## config.mk

```make
export PLATFORM = sky130hd
export DESIGN_NAME = awd_decoder
export DESIGN_NICKNAME = d
export VERILOG_FILES = /design/src/rtl/awd_pkg.sv /design/src/rtl/awd_regfile.sv /design/src/rtl/awd_window.sv /design/src/rtl/awd_iwin.sv /design/src/rtl/awd_prio.sv /design/src/rtl/awd_decoder.sv
export SDC_FILE = /design/constraint.sdc
export NUM_CORES = 1
export LEC_CHECK = 0
export ABC_AREA = 1
export BUFFER_PORTS_ARGS = -buffer_cell sky130_fd_sc_hd__buf_2
export CELL_PAD_IN_SITES_DETAIL_PLACEMENT = 0
export CELL_PAD_IN_SITES_GLOBAL_PLACEMENT = 1
export CORE_ASPECT_RATIO = 1.1
export CORE_UTILIZATION = 46
export CTS_BUF_LIST = sky130_fd_sc_hd__clkbuf_2
export DETAILED_ROUTE_END_ITERATION = 7
export MAX_ROUTING_LAYER = met4
export PLACE_DENSITY_LB_ADDON = 0.1
export SLEW_MARGIN = 20
export SYNTH_ARGS = -nofsm -noshare
export SYNTH_HDL_FRONTEND = slang
export SYNTH_SLANG_ARGS = --single-unit
```

## constraint.sdc

```tcl
create_clock -name clk -period 6 [get_ports clk]
set_input_delay 0 -clock clk [delete_from_list [all_inputs] [get_ports clk]]
set_output_delay 0 -clock clk [all_outputs]
set_load 0.02 [all_outputs]
```

## src/rtl/awd_pkg.sv

```systemverilog
package awd_pkg;

  localparam int ADDR_W = 32;
  localparam int EXT_W  = ADDR_W + 1;

  // reserved holes, [start, end)
  localparam logic [EXT_W-1:0] HOLE0_LO = 33'h01E000000;
  localparam logic [EXT_W-1:0] HOLE0_HI = 33'h01F100000;
  localparam logic [EXT_W-1:0] HOLE1_LO = 33'h01FC00000;
  localparam logic [EXT_W-1:0] HOLE1_HI = 33'h01FD00000;

  typedef enum logic [1:0] {
    FLD_LOW   = 2'd0,
    FLD_HIGH  = 2'd1,
    FLD_REMAP = 2'd2,
    FLD_NONE  = 2'd3
  } fld_e;

  // Ordered clipping of a range against both holes.
  function automatic void clip_range(input  logic [EXT_W-1:0] b_i,
                                     input  logic [EXT_W-1:0] e_i,
                                     output logic [EXT_W-1:0] b_o,
                                     output logic [EXT_W-1:0] e_o);
    logic [EXT_W-1:0] b, e;
    b = b_i;
    e = e_i;
    if (e >= HOLE0_LO && e < HOLE0_HI) e = HOLE0_LO;
    if (b >= HOLE0_LO && b < HOLE0_HI) b = HOLE0_HI;
    if (e >= HOLE1_LO && e < HOLE1_HI) e = HOLE1_LO;
    if (b >= HOLE1_LO && b < HOLE1_HI) b = HOLE1_HI;
    if (e >= HOLE0_HI && b < HOLE0_LO) e = HOLE0_LO;
    if (e >= HOLE1_HI && b < HOLE1_LO) e = HOLE1_LO;
    b_o = b;
    e_o = e;
  endfunction

endpackage

```

## src/rtl/awd_regfile.sv

```systemverilog
module awd_regfile
  import awd_pkg::*;
#(
  parameter int NUM_WIN   = 4,
  parameter int LOW_W     = 15,
  parameter int HIGH_W    = 7,
  parameter int REMAP_W   = 11,
  parameter int REG_AW    = 5,
  parameter logic [LOW_W-1:0] IBASE_RST = 15'h00DF
) (
  input  logic                              clk,
  input  logic                              rst,
  input  logic                              reg_wr,
  input  logic                              reg_rd,
  input  logic [REG_AW-1:0]                 reg_addr,
  input  logic [ADDR_W-1:0]                 reg_wdata,
  output logic [ADDR_W-1:0]                 reg_rdata,
  output logic [NUM_WIN-1:0][REMAP_W-1:0]   low_base,
  output logic [NUM_WIN-1:0][HIGH_W-1:0]    high_q,
  output logic [NUM_WIN-1:0][REMAP_W-1:0]   remap_q,
  output logic [REMAP_W-1:0]                ibase_base
);

  localparam int IDX_W = REG_AW - 2;
  localparam logic [HIGH_W-1:0] LOW_RST = {HIGH_W{1'b1}};

  logic [NUM_WIN-1:0][LOW_W-1:0] low_q;
  logic [LOW_W-1:0]              ibase_q;
  logic [IDX_W-1:0]              idx;
  fld_e                          fld;

  assign idx = reg_addr[REG_AW-1:2];
  assign fld = fld_e'(reg_addr[1:0]);

  for (genvar i = 0; i < NUM_WIN; i++) begin : g_win
    logic sel;
    assign sel = reg_wr && (idx == IDX_W'(i));

    always_ff @(posedge clk) begin
      if (rst) begin
        low_q[i]   <= LOW_W'(LOW_RST);
        high_q[i]  <= '0;
        remap_q[i] <= REMAP_W'(LOW_RST);
      end else if (sel) begin
        case (fld)
          FLD_LOW: begin
            low_q[i]   <= reg_wdata[LOW_W-1:0];
            remap_q[i] <= reg_wdata[REMAP_W-1:0];
          end
          FLD_HIGH:  high_q[i]  <= reg_wdata[HIGH_W-1:0];
          FLD_REMAP: remap_q[i] <= reg_wdata[REMAP_W-1:0];
          default: ;
        endcase
      end
    end

    assign low_base[i] = low_q[i][REMAP_W-1:0];
  end

  always_ff @(posedge clk) begin
    if (rst)
      ibase_q <= IBASE_RST;
    else if (reg_wr && idx == IDX_W'(NUM_WIN) && fld == FLD_LOW)
      ibase_q <= reg_wdata[LOW_W-1:0];
  end

  assign ibase_base = ibase_q[REMAP_W-1:0];

  logic [ADDR_W-1:0] rd_mux;
  always_comb begin
    rd_mux = '0;
    if (idx == IDX_W'(NUM_WIN)) begin
      if (fld == FLD_LOW) rd_mux = ADDR_W'(ibase_q);
    end else begin
      for (int i = 0; i < NUM_WIN; i++) begin
        if (idx == IDX_W'(i)) begin
          case (fld)
            FLD_LOW:   rd_mux = ADDR_W'(low_q[i]);
            FLD_HIGH:  rd_mux = ADDR_W'(high_q[i]);
            FLD_REMAP: rd_mux = ADDR_W'(remap_q[i]);
            default:   rd_mux = '0;
          endcase
        end
      end
    end
  end

  always_ff @(posedge clk) begin
    if (rst)         reg_rdata <= '0;
    else if (reg_rd) reg_rdata <= rd_mux;
  end

endmodule

```

## src/rtl/awd_window.sv

```systemverilog
module awd_window
  import awd_pkg::*;
#(
  parameter int HIGH_W  = 7,
  parameter int REMAP_W = 11,
  parameter int GRAN_SH = 21,
  parameter int IO_KEEP = 16,
  parameter bit IS_IO   = 1'b0
) (
  input  logic [REMAP_W-1:0] low_base,
  input  logic [HIGH_W-1:0]  high,
  input  logic [REMAP_W-1:0] remap,
  input  logic [ADDR_W-1:0]  addr,
  output logic               hit,
  output logic [ADDR_W-1:0]  xlat
);

  logic [ADDR_W-1:0] base, rbase, moved;
  logic [HIGH_W:0]   units;
  logic [EXT_W-1:0]  len, beg_raw, end_raw, beg_c, end_c, addr_x;
  logic              enable;

  assign enable  = low_base[HIGH_W-1:0] <= high;
  assign base    = ADDR_W'(low_base) << GRAN_SH;
  assign rbase   = ADDR_W'(remap) << GRAN_SH;
  assign units   = {1'b0, high} + (HIGH_W+1)'(1) - {1'b0, low_base[HIGH_W-1:0]};
  assign len     = EXT_W'(units) << GRAN_SH;
  assign beg_raw = {1'b0, base};
  assign end_raw = beg_raw + len;
  assign addr_x  = {1'b0, addr};

  always_comb begin
    clip_range(beg_raw, end_raw, beg_c, end_c);
  end

  assign hit   = enable && (addr_x >= beg_c) && (addr_x < end_c);
  assign moved = addr - base + rbase;

  if (IS_IO) begin : g_io
    assign xlat = {{(ADDR_W-IO_KEEP){1'b0}}, moved[IO_KEEP-1:0]};
  end else begin : g_mem
    assign xlat = moved;
  end

endmodule

```

## src/rtl/awd_iwin.sv

```systemverilog
module awd_iwin
  import awd_pkg::*;
#(
  parameter int REMAP_W    = 11,
  parameter int GRAN_SH    = 21,
  parameter int IWIN_BYTES = 4096
) (
  input  logic [REMAP_W-1:0] ibase,
  input  logic [ADDR_W-1:0]  addr,
  output logic               hit,
  output logic [ADDR_W-1:0]  xlat
);

  logic [ADDR_W-1:0] base;
  logic [EXT_W-1:0]  lim;

  assign base = ADDR_W'(ibase) << GRAN_SH;
  assign lim  = {1'b0, base} + EXT_W'(IWIN_BYTES);
  assign hit  = (addr >= base) && ({1'b0, addr} < lim);
  assign xlat = addr - base;

endmodule

```

## src/rtl/awd_prio.sv

```systemverilog
module awd_prio
  import awd_pkg::*;
#(
  parameter int N = 5
) (
  input  logic [N-1:0]              hits,
  input  logic [N-1:0][ADDR_W-1:0]  xlats,
  input  logic [ADDR_W-1:0]         addr,
  output logic [N-1:0]              sel,
  output logic [ADDR_W-1:0]         xlat
);

  always_comb begin
    sel  = '0;
    xlat = addr;
    for (int i = N - 1; i >= 0; i--) begin
      if (hits[i]) begin
        sel    = '0;
        sel[i] = 1'b1;
        xlat   = xlats[i];
      end
    end
  end

endmodule

```

## src/rtl/awd_decoder.sv

```systemverilog
module awd_decoder
  import awd_pkg::*;
#(
  parameter int NUM_WIN    = 4,
  parameter int IO_IDX     = 0,
  parameter int LOW_W      = 15,
  parameter int HIGH_W     = 7,
  parameter int REMAP_W    = 11,
  parameter int GRAN_SH    = 21,
  parameter int IO_KEEP    = 16,
  parameter int IWIN_BYTES = 4096,
  parameter logic [LOW_W-1:0] IBASE_RST = 15'h00DF,
  localparam int NSLOT     = NUM_WIN + 1,
  localparam int REG_AW    = $clog2(NSLOT) + 2
) (
  input  logic              clk,
  input  logic              rst,
  input  logic              reg_wr,
  input  logic              reg_rd,
  input  logic [REG_AW-1:0] reg_addr,
  input  logic [ADDR_W-1:0] reg_wdata,
  output logic [ADDR_W-1:0] reg_rdata,
  input  logic              lk_valid,
  input  logic [ADDR_W-1:0] lk_addr,
  output logic              hit_valid,
  output logic [NSLOT-1:0]  hit_vec,
  output logic [ADDR_W-1:0] xlat_addr
);

  logic [NUM_WIN-1:0][REMAP_W-1:0] low_base;
  logic [NUM_WIN-1:0][HIGH_W-1:0]  high_q;
  logic [NUM_WIN-1:0][REMAP_W-1:0] remap_q;
  logic [REMAP_W-1:0]              ibase_base;
  logic [NSLOT-1:0]                raw_hit;
  logic [NSLOT-1:0][ADDR_W-1:0]    raw_xlat;
  logic [NSLOT-1:0]                sel;
  logic [ADDR_W-1:0]               sel_xlat;

  awd_regfile #(
    .NUM_WIN(NUM_WIN), .LOW_W(LOW_W), .HIGH_W(HIGH_W), .REMAP_W(REMAP_W),
    .REG_AW(REG_AW), .IBASE_RST(IBASE_RST)
  ) u_regs (
    .clk(clk), .rst(rst), .reg_wr(reg_wr), .reg_rd(reg_rd),
    .reg_addr(reg_addr), .reg_wdata(reg_wdata), .reg_rdata(reg_rdata),
    .low_base(low_base), .high_q(high_q), .remap_q(remap_q),
    .ibase_base(ibase_base)
  );

  for (genvar i = 0; i < NUM_WIN; i++) begin : g_win
    awd_window #(
      .HIGH_W(HIGH_W), .REMAP_W(REMAP_W), .GRAN_SH(GRAN_SH),
      .IO_KEEP(IO_KEEP), .IS_IO(i == IO_IDX)
    ) u_win (
      .low_base(low_base[i]), .high(high_q[i]), .remap(remap_q[i]),
      .addr(lk_addr), .hit(raw_hit[i]), .xlat(raw_xlat[i])
    );
  end

  awd_iwin #(
    .REMAP_W(REMAP_W), .GRAN_SH(GRAN_SH), .IWIN_BYTES(IWIN_BYTES)
  ) u_iwin (
    .ibase(ibase_base), .addr(lk_addr),
    .hit(raw_hit[NUM_WIN]), .xlat(raw_xlat[NUM_WIN])
  );

  awd_prio #(.N(NSLOT)) u_prio (
    .hits(raw_hit), .xlats(raw_xlat), .addr(lk_addr),
    .sel(sel), .xlat(sel_xlat)
  );

  always_ff @(posedge clk) begin
    if (rst) begin
      hit_valid <= 1'b0;
      hit_vec   <= '0;
      xlat_addr <= '0;
    end else begin
      hit_valid <= lk_valid;
      hit_vec   <= lk_valid ? sel : '0;
      if (lk_valid) xlat_addr <= sel_xlat;
    end
  end

endmodule

```

==> metrics.yaml <==
final_common_cell: "nand2_1"
mostFrequentLayoutCells: "nand2_1, inv_1, ha_1"
clkSlewWorstSetupHoldPaths_ps: 320
place_congestion: 0.990
syn-mean-instance-area_um2: 6.86
reg2reg_slack_ps: 320
clock_latency_ps: 990
worstSetupStartpointType: "flip-flop"
ir_worst_vdd_mv: 0.123
status: "completed"
syn_to_final_growth_pct: 17.0
track_usage_pct: 34.8
required_ps: 6900
hold_violations: 0
p_sw_mw: 1.48
numCtsBuffers: 17
power_density_mw_per_mm2: 150
top_usage_layer: "met2"
crit_slowest_cell: "dfxtp_2"
final_nets: 3552
drt-total-wl_um: 76100
seqPwrFrac_pct: 39.9
end_kind: "flip-flop"
pin_count: 144
grt_antenna_before_repair: 2
drcViolationCount: 0
ys_types: 60
setup_viol: 0
criticalPathCategory: "flip-flop to flip-flop"
p_leak_nw: 12.0
clock_sinks: 200
grt_max_degree: 66
grt_util_met2_pct: 57.7
drv_cap: 0
post_drt_wl_per_cell_um: 20.3
hp-class: "input port to flip-flop"
htree_levels: 4
drtIter0Drc: 1550
drt-pass1-iter-count: 6
die_area_mm2: 0.0441
comb_power_share_pct: 40.0
grt_pass1_wl_um: 114000
fmax_ghz: 0.176
placed_cells: 3566
cts_buffer_depth: 2
overflow: 0
die_h_um: 220
ys_seq_area_share_pct: 20.1
p_int_mw: 2.00
fillCellCount: 4316
p_sw_share_pct: 42.6
critPathMaxFanout: 8
synth_largest_area_cell: "dfxtp_1"
port_buffers: 109
synth_area_mm2: 0.0199
met3_usage_pct: 4.79
synthTopCellsByArea: "dfxtp_1, ha_1, nand2_1, inv_1, a21oi_1"
fp.dieW_um: 200
grt_pass1_vias: 19600
critPathMaxStageDelay_ps: 470
start_util_pct: 46.9
grt_use_met1_pct: 42.4
ys_ff_latch: 200
clockPowerShare_pct: 20.1
fin_setup_tns_ps: 0
layout_min_cycle_time_ps: 5680
worst_pin_slew_ps: 1050
routed_via_density: 5.58
arrival_ps: 6580
cts_tree: "built"
max-slew-margin-rel_pct: 30.0
core-area_mm2: 0.0425
cts_root_buf: "clkbuf_2"
place_hpwl_um: 57500
finalCritPeriodShare_pct: 94.6
synth_top_area_share_pct: 20.1
drtAntennaViolNets: 0
syn_inst: 2904
clock_skew_ps: 54.7
vias: 20900
rows: 79
drive_above_1_share_pct: 12.8
yosysWarningCount: 0
slew_violations: 0
final_cells: 3745
## metrics by stage
stage	instance area (µm²)	setup slack [ps]	power (mW)	hold WS, ps	util, %
3_5_place_dp	21300	37.1	2.68	262	50.1
6_report	23300	323	3.49	49.3	54.9
4_1_cts	22600	7.80	3.44	25.0	53.3
5_1_grt	23300	-122	3.70	10.7	54.8
3_3_place_gp	21300	232	2.66	265	50.1
2_1_floorplan	20000	473	2.29	95.8	-
## per-layer routing
metal	share of wire [%]	routed length, µm
met1	43	32500
met2	47	35700
met3	6.1	4610
met4	4.3	3270
met5	0	0
## cell type report
type | count | area, µm² | area share [%]
Clock buffer | 17 | 85.1 | 0.365
Multi-Input combinational cell | 2134 | 14000 | 60.2
Inverter | 483 | 1820 | 7.79
Antenna cell | 3 | 7.51 | 0.0322
Tap cell | 567 | 709 | 3.04
Sequential cell | 200 | 4030 | 17.3
Timing Repair Buffer | 327 | 2510 | 10.7
Clock inverter | 14 | 136 | 0.585
## synthesized netlist by cell type, drive strengths merged
library cell	count
o31ai	7
o21a	4
clkbuf	69
a221oi	17
nor4	7
a32o	2
nand4	47
dfxtp	200
buf	35
o211ai	39
ha	276
clkinv	7
and2	5
nand3	151
nor2	270
nor3	37
conb	1
nand3b	9
a22oi	3
a2111oi	2
o311ai	4
a21o	17
nand2	524
o221ai	38
a21oi	260
o2111ai	4
o41ai	2
xnor2	33
o2111a	3
o22ai	32
a31oi	14
a221o	3
fa	39
a21boi	4
o21bai	10
a211oi	20
xor2	53
o21ai	176
or2	4
inv	476
## path summary, 6_finish.rpt
path,startpoint,to,cells past startpoint
hold / removal,lk_valid,xlat_addr[24]$_SDFFE_PP0P_,6
setup / recovery,u_regs.low_base[34]$_SDFFE_PP1P_,xlat_addr[2]$_SDFFE_PP0P_,42
hold reg to reg,u_regs.low_q[11]$_SDFFE_PP0P_,u_regs.low_q[11]$_SDFFE_PP0P_,2
setup reg to reg,u_regs.low_base[34]$_SDFFE_PP1P_,xlat_addr[2]$_SDFFE_PP0P_,42
## power by group through the flow
stage	clock network, mW	registers, mW	logic [mW]
4_1_cts	0.720	1.39	1.33
3_3_place_gp	0	1.41	1.25
5_1_grt	0.765	1.40	1.54
6_report	0.701	1.39	1.40
2_1_floorplan	0	1.44	0.858
3_5_place_dp	0	1.41	1.27
## kinds of logic (layout without fill, tap and decap cells)
group                      after synthesis  count (layout)  share of synthesized area, %
AOI/OAI and AO/OA                      661             661                          20.2
xor gates and xnor gates                86              86                          3.82
adders and majority gates              315             315                          21.3
buffers and inverters                  587             841                          11.7
DFF                                    200             200                          20.1
other                                    1              20                        0.0188
and+or+nand+nor                       1054            1055                          22.9
## critical path: cells and delay by family, from the launching register on
kind / cells / cell delay [ps]
AO/OA/AOI/OAI: 9 / 1360
XOR/XNOR: 1 / 220
AND/OR/NAND/NOR: 22 / 1980
adder cells (fa/ha/maj): 4 / 950
buffers and inverters: 6 / 620
flip-flops: 1 / 470
## state kept, by name, summed over array words and instances, names as in the netlist
register,flops
u_regs.high_q,28
u_regs.low_base,44
u_regs.low_q,16
xlat_addr,32
hit_valid,1
u_regs.ibase_q,15
u_regs.reg_rdata,15
hit_vec,5
u_regs.remap_q,44
## repair_timing
item,CTS,global route
endpoints found under the hold margin,200,0
endpoints found under the setup margin,14,35
buffers inserted,0,30
gates cloned,0,2
pin swaps,1,52
hold buffers,113,0
resized for setup,2,97
No activity file was read; power rests on OpenSTA's default activity.
